$ cat src/rtl/smbcfg_pkg.sv
`timescale 1ns/1ps
package smbcfg_pkg;
  localparam int ID_IDX  = 7;
  localparam int LEN_IDX = 8;
  localparam logic [3:0] VENDOR = 4'b1001;

  typedef enum logic [2:0] {L_IDLE, L_ADDR, L_WR, L_RD, L_SKIP} link_st_e;

  // first byte of pair p
  function automatic int pair_base(int p);
    return (p == 0) ? 11 : 13;
  endfunction

  function automatic bit is_pair_lo(int i);
    return (i == 11) || (i == 13);
  endfunction

  function automatic bit is_pair_hi(int i);
    return (i == 12) || (i == 14);
  endfunction

  function automatic int pair_of(int i);
    return (i >= 13) ? 1 : 0;
  endfunction

  function automatic logic [7:0] cfg_default(int i);
    case (i)
      8:       return 8'h08;
      9:       return 8'h10;
      default: return 8'h00;
    endcase
  endfunction
endpackage

$ cat src/rtl/smbcfg_link.sv
`timescale 1ns/1ps
module smbcfg_link
  import smbcfg_pkg::*;
#(
  parameter logic [6:0] SLV_ADDR = 7'h69
) (
  input  logic       clk,
  input  logic       rst_n,
  input  logic       ev_start,
  input  logic       ev_stop,
  input  logic       ev_rise,
  input  logic       ev_fall,
  input  logic       sda_in,
  input  logic [7:0] tx_byte,
  input  logic [7:0] rd_len,
  output logic       sda_low,
  output logic       wr_stb,
  output logic [7:0] wr_pos,
  output logic [7:0] wr_data,
  output logic [7:0] rd_idx
);
  link_st_e   st;
  logic [3:0] bcnt;      // rising edges seen in the current 9-bit slot group
  logic [6:0] shreg;
  logic       addr_hit, rd_req, tx_on;
  logic [7:0] wr_cnt;

  assign wr_stb  = ev_rise && (st == L_WR) && (bcnt == 4'd7);
  assign wr_data = {shreg, sda_in};
  assign wr_pos  = wr_cnt;

  always_ff @(posedge clk or negedge rst_n) begin
    if (!rst_n) begin
      st <= L_IDLE; bcnt <= '0; shreg <= '0; addr_hit <= 1'b0; rd_req <= 1'b0;
      tx_on <= 1'b0; wr_cnt <= '0; rd_idx <= '0; sda_low <= 1'b0;
    end else if (ev_start) begin
      st <= L_ADDR; bcnt <= '0; sda_low <= 1'b0; tx_on <= 1'b0;
    end else if (ev_stop) begin
      st <= L_IDLE; bcnt <= '0; sda_low <= 1'b0; tx_on <= 1'b0;
    end else if (ev_rise && st != L_IDLE) begin
      bcnt <= (bcnt == 4'd8) ? 4'd0 : bcnt + 4'd1;
      if (bcnt != 4'd8) shreg <= {shreg[5:0], sda_in};
      case (st)
        L_ADDR: begin
          if (bcnt == 4'd7) begin
            addr_hit <= (shreg == SLV_ADDR);
            rd_req   <= sda_in;
          end else if (bcnt == 4'd8) begin
            st     <= !addr_hit ? L_SKIP : (rd_req ? L_RD : L_WR);
            wr_cnt <= '0;
            rd_idx <= '0;
            tx_on  <= addr_hit && rd_req && (rd_len != 8'd0);
          end
        end
        L_WR: if (bcnt == 4'd7 && wr_cnt != 8'hFF) wr_cnt <= wr_cnt + 8'd1;
        L_RD: if (bcnt == 4'd8) begin
          if (!sda_in && tx_on) begin
            rd_idx <= rd_idx + 8'd1;
            tx_on  <= ({1'b0, rd_idx} + 9'd1) < {1'b0, rd_len};
          end else begin
            tx_on <= 1'b0;
          end
        end
        default: ;
      endcase
    end else if (ev_fall) begin
      case (st)
        L_ADDR:  sda_low <= (bcnt == 4'd8) && addr_hit;
        L_WR:    sda_low <= (bcnt == 4'd8);
        L_RD:    sda_low <= (bcnt < 4'd8) && tx_on && !tx_byte[3'd7 - bcnt[2:0]];
        default: sda_low <= 1'b0;
      endcase
    end
  end
endmodule

$ cat src/rtl/smbcfg_regs.sv
`timescale 1ns/1ps
module smbcfg_regs
  import smbcfg_pkg::*;
#(
  parameter int         NREG = 21,
  parameter logic [3:0] REV  = 4'h2
) (
  input  logic            clk,
  input  logic            rst_n,
  input  logic            wr_stb,
  input  logic [7:0]      wr_pos,
  input  logic [7:0]      wr_data,
  input  logic            xfer_end,
  input  logic [7:0]      rd_idx,
  output logic [NREG*8-1:0] cfg_flat,
  output logic [7:0]      tx_byte,
  output logic [7:0]      rd_len,
  output logic [1:0]      pair_commit
);
  localparam int HDR = 2;

  logic [7:0] slot;
  logic       data_ok;
  logic [7:0] stage [2];
  logic [1:0] held;

  assign slot    = wr_pos - 8'(HDR);
  assign data_ok = wr_stb && (wr_pos >= 8'(HDR)) && (32'(slot) < NREG);

  for (genvar p = 0; p < 2; p++) begin : g_pair
    assign pair_commit[p] = data_ok && (32'(slot) == pair_base(p) + 1) && held[p];
    always_ff @(posedge clk or negedge rst_n) begin
      if (!rst_n) begin
        held[p] <= 1'b0; stage[p] <= '0;
      end else if (xfer_end) begin
        held[p] <= 1'b0;
      end else if (data_ok && 32'(slot) == pair_base(p)) begin
        held[p] <= 1'b1; stage[p] <= wr_data;
      end else if (data_ok && 32'(slot) == pair_base(p) + 1) begin
        held[p] <= 1'b0;
      end
    end
  end

  for (genvar i = 0; i < NREG; i++) begin : g_reg
    if (i == ID_IDX) begin : g_id
      assign cfg_flat[8*i +: 8] = {VENDOR, REV};
    end else begin : g_rw
      logic [7:0] q;
      always_ff @(posedge clk or negedge rst_n) begin
        if (!rst_n) q <= cfg_default(i);
        else if (is_pair_lo(i)) begin
          if (pair_commit[pair_of(i)]) q <= stage[pair_of(i)];
        end else if (is_pair_hi(i)) begin
          if (pair_commit[pair_of(i)]) q <= wr_data;
        end else if (data_ok && 32'(slot) == i && !(i == LEN_IDX && wr_data == 8'h00)) begin
          q <= wr_data;
        end
      end
      assign cfg_flat[8*i +: 8] = q;
    end
  end

  assign tx_byte = (32'(rd_idx) < NREG) ? cfg_flat[{rd_idx, 3'b000} +: 8] : 8'hFF;
  assign rd_len  = cfg_flat[8*LEN_IDX +: 8];
endmodule

$ cat src/rtl/smbcfg_top.sv
`timescale 1ns/1ps
module smbcfg_top #(
  parameter int         NREG     = 21,
  parameter logic [6:0] SLV_ADDR = 7'h69,
  parameter logic [3:0] REV      = 4'h2
) (
  input  logic              clk,
  input  logic              rst_n,
  input  logic              ev_start,
  input  logic              ev_stop,
  input  logic              ev_rise,
  input  logic              ev_fall,
  input  logic              sda_in,
  output logic              sda_low,
  output logic [NREG*8-1:0] cfg_flat
);
  logic       wr_stb;
  logic [7:0] wr_pos, wr_data, rd_idx, tx_byte, rd_len;
  logic [1:0] pair_commit;
  logic       xfer_end;

  assign xfer_end = ev_start || ev_stop;

  smbcfg_link #(.SLV_ADDR(SLV_ADDR)) u_link (
    .clk, .rst_n, .ev_start, .ev_stop, .ev_rise, .ev_fall, .sda_in,
    .tx_byte, .rd_len, .sda_low, .wr_stb, .wr_pos, .wr_data, .rd_idx
  );

  smbcfg_regs #(.NREG(NREG), .REV(REV)) u_regs (
    .clk, .rst_n, .wr_stb, .wr_pos, .wr_data, .xfer_end, .rd_idx,
    .cfg_flat, .tx_byte, .rd_len, .pair_commit
  );
endmodule

$ cat config.mk
export PLATFORM = sky130hd
export DESIGN_NAME = smbcfg_top
export DESIGN_NICKNAME = d
export VERILOG_FILES = /design/src/rtl/smbcfg_pkg.sv /design/src/rtl/smbcfg_link.sv /design/src/rtl/smbcfg_regs.sv /design/src/rtl/smbcfg_top.sv
export SDC_FILE = /design/constraint.sdc
export NUM_CORES = 1
export LEC_CHECK = 0
export BUFFER_PORTS_ARGS = -buffer_cell sky130_fd_sc_hd__buf_2
export CORE_MARGIN = 2
export CORE_UTILIZATION = 60
export CTS_BUF_LIST = sky130_fd_sc_hd__clkbuf_16
export CTS_CLUSTER_DIAMETER = 60
export DETAILED_ROUTE_END_ITERATION = 6
export GPL_ROUTABILITY_DRIVEN = 1
export GPL_TIMING_DRIVEN = 0
export PLACE_DENSITY = 0.84
export SETUP_SLACK_MARGIN = 0.05
export SLEW_MARGIN = 20
export SYNTH_ARGS = -nofsm -noshare
export SYNTH_HDL_FRONTEND = slang
export SYNTH_SLANG_ARGS = --single-unit
$ cat constraint.sdc
create_clock -name clk -period 6.45 [get_ports clk]
set_clock_uncertainty 0.15 [all_clocks]
set_input_delay 1.29 -clock clk [delete_from_list [all_inputs] [get_ports clk]]
set_output_delay 1.29 -clock clk [all_outputs]
set_load 0.1 [all_outputs]
==> impl_metrics.tcl <==
set metrics [dict create \
    grt_pass1_vias 8422 \
    cts-root-buf "clkbuf_16" \
    dp_hpwl_mm 23.1 \
    crit_chain "buf_2 -> buf_1 -> clkbuf_1 -> nand2_1 -> o22ai_1 -> a21oi_1 -> o21ai_0 -> a211oi_1 -> o31ai_1" \
    place_ws_ps 2690 \
    syn_inst 873 \
    grt_max_degree 81 \
    grt_setup_unrepaired "no" \
    cp_slowest_cell "clkbuf_1" \
    finalCritPeriodShare 0.539 \
    path_clk_slew_ps 60 \
    synth_edf_count 0 \
    insertion_delay_ps 520 \
    ys_types 71 \
    layout_common_cells "dfrtp_1, buf_2, mux2_2" \
    critPathCaptureType "flip-flop" \
    final_common_cell "dfrtp_1" \
    initial_core_util 0.616 \
    drv_slew 0 \
    postSynthAreaPerCell_um2 12.2 \
    die_x_um 138 \
    cp.arrival_ps 3760 \
    crit_family "buffers and inverters" \
    dieArea_um2 18900 \
    yosysSeqAreaShare 0.496 \
    cts_num_sinks 212 \
    violations "DRC" \
    tritoncts "done" \
    holdPathStages 1 \
    status "finished with violations" \
    cts_setup_buffers 0 \
    drtIter0Drc 905 \
    drt-total-wl_mm 34.0 \
    post-route-min-period_ps 3480 \
    vdd_drop_max_mv 0.261 \
    power.leakage_uw 0.00643 \
    cpPeakStageDelay_ps 660 \
    holdPathEnd "u_regs.g_reg[11].g_rw.q[3]" \
    final_hold_viol_count 0 \
    nets 1097 \
    synth_area_um2 10700 \
    worst_slack_ps 2970 \
    num_io_pins 176 \
    critPathBufInv 3 \
    dr_total_vias 8662 \
    drcViolationCount 9 \
    drv_cap 0 \
    diodes 0 \
    critPathRequiredTime_ps 6730 \
    cp_max_fo 10 \
    synthFlopType "dfrtp_1" \
    syn2layout_area_growth_pct 18.4 \
    power.density_nw_per_um2 236 \
    cts.repair.resized 0 \
    place.gp.congestion 0.949 \
    holdCritPathClass "reg -> reg" \
    path_class "reg -> reg" \
    fmax_mhz 288 \
    startpoint_type "flip-flop" \
    core_area_um2 17400 \
    grt_usage 0.363 \
    viasPerCell 6.59 \
    die_h_um 138 \
    drive_gt1_frac 0.397 \
    slew_headroom 0.450 \
    antenna_found_initial 1 \
    async_flop_share 1.00 \
    firstDrtPassIters 7 \
    ys_ff_latch 212 \
    wire_per_inst_um 25.8 \
    grt_pass1_wl_mm 50.4 \
    cts.htree.levels 1 \
    cts_hold_buffers 0 \
    setup_viol 0 \
    cts_buffers 23 \
    r2r_slack_ps 2970 \
    hp-start "u_regs.stage[11]" \
    r2r_start "u_link.rd_idx[1]" \
    r2r_cells 9 \
    rr_endpoint "u_link.sda_low" \
    ant_nets 0 \
    worst_pin_slew_ps 826 \
    port_buffers 167 \
    rows 48 \
    setup_tns_ps 0 \
    gr-total-overflow 0 \
    synth_warnings 0 \
    clockBufferDepth 3 \
]
-- worst max-delay path by stage --
| stage | from | endpoint | slack, ps | cells past startpoint |
|---|---|---|---|---|
| 3_3_place_gp | rst_n | u_regs.g_reg[5].g_rw.q[0] | 370 | 1 |
| 2_1_floorplan | ev_start | u_link.wr_pos[5] | 3400 | 6 |
| 3_5_place_dp | ev_start | u_link.wr_pos[5] | 2690 | 7 |
| 6_report | u_link.rd_idx[1] | u_link.sda_low | 2970 | 9 |
| 5_1_grt | u_link.rd_idx[0] | u_link.tx_on | 2820 | 12 |
| 4_1_cts | u_link.wr_pos[1] | u_regs.g_reg[0].g_rw.q[6] | 3130 | 8 |
-- cell type report --
type	count	area (µm²)
buffer	67	318
clock buffer	23	576
clock inverter	19	190
fill	1162	4690
inverter	18	67.6
multi-input combinational	582	5020
sequential	212	5310
tap	225	282
timing repair buffer	169	901
-- cell usage after synthesis (6+ instances only) --
master	count	area share
buf_2	17	0.0080
mux2i_1	30	0.028
mux2_2	164	0.17
nor2_1	37	0.013
nor4_1	10	0.0059
xnor2_1	10	0.0082
nand3_1	23	0.011
o21ai_0	36	0.017
o22ai_1	6	0.0035
nand2b_1	6	0.0035
a21oi_1	18	0.0084
dfrtp_1	210	0.49
mux4_2	18	0.038
a31oi_1	7	0.0041
buf_4	10	0.0070
mux2_1	23	0.024
nor3_1	6	0.0028
nand2_1	55	0.019
ha_1	17	0.020
inv_1	18	0.0063
clkbuf_1	36	0.013
-- state kept, by name (all words and copies together), names as in the netlist --
register         flops
u_regs.g.g_rw.q    152
u_link.rd_req        1
u_link.tx_on         1
u_link.sda_low       1
u_regs.held          2
u_link.addr_hit      1
u_link.st            3
u_link.rd_idx        8
u_link.wr_pos        8
u_regs.rd_len        8
u_link.shreg         7
u_link.bcnt          4
u_regs.stage        16
-- through the flow --
step / std cells / hold WS (ps) / power (µW) / cell area, µm² / utilization
floorplan: 879 / 302 / 1510 / 10700 / -
global placement: 1271 / 308 / 1630 / 11800 / 0.682
detailed placement: 1273 / 321 / 1640 / 11900 / 0.686
CTS: 1315 / 336 / 2980 / 12700 / 0.730
global route: 1315 / 352 / 3060 / 12700 / 0.730
finish: 1315 / 337 / 2990 / 12700 / 0.730
-- power by group --
| part | total (µW) | internal [µW] | switching [µW] | leakage [µW] |
|---|---|---|---|---|
| logic | 253 | 46.8 | 206 | 0.00312 |
| registers | 1370 | 1350 | 27.8 | 0.00294 |
| clock network | 1370 | 808 | 557 | 0.000377 |
| total | 2990 | 2200 | 791 | 0.00643 |
-- kinds of logic after synthesis --
family                   after synthesis  synth area share
AO/OA/AOI/OAI                        110            0.0680
XOR/XNOR                              15            0.0123
adder cells (fa/ha/maj)               17            0.0199
buffers and inverters                 85            0.0360
flip-flops                           212             0.496
multiplexers                         235             0.263
other                                  2          0.000702
AND/OR/NAND/NOR                      197             0.104
-- per-layer routing --
layer  track usage  part of all wire
met5             0                 0
met4         0.179             0.050
met3        0.0717              0.10
met2         0.554              0.46
met1         0.498              0.39
(Power assumes the default switching activity.)
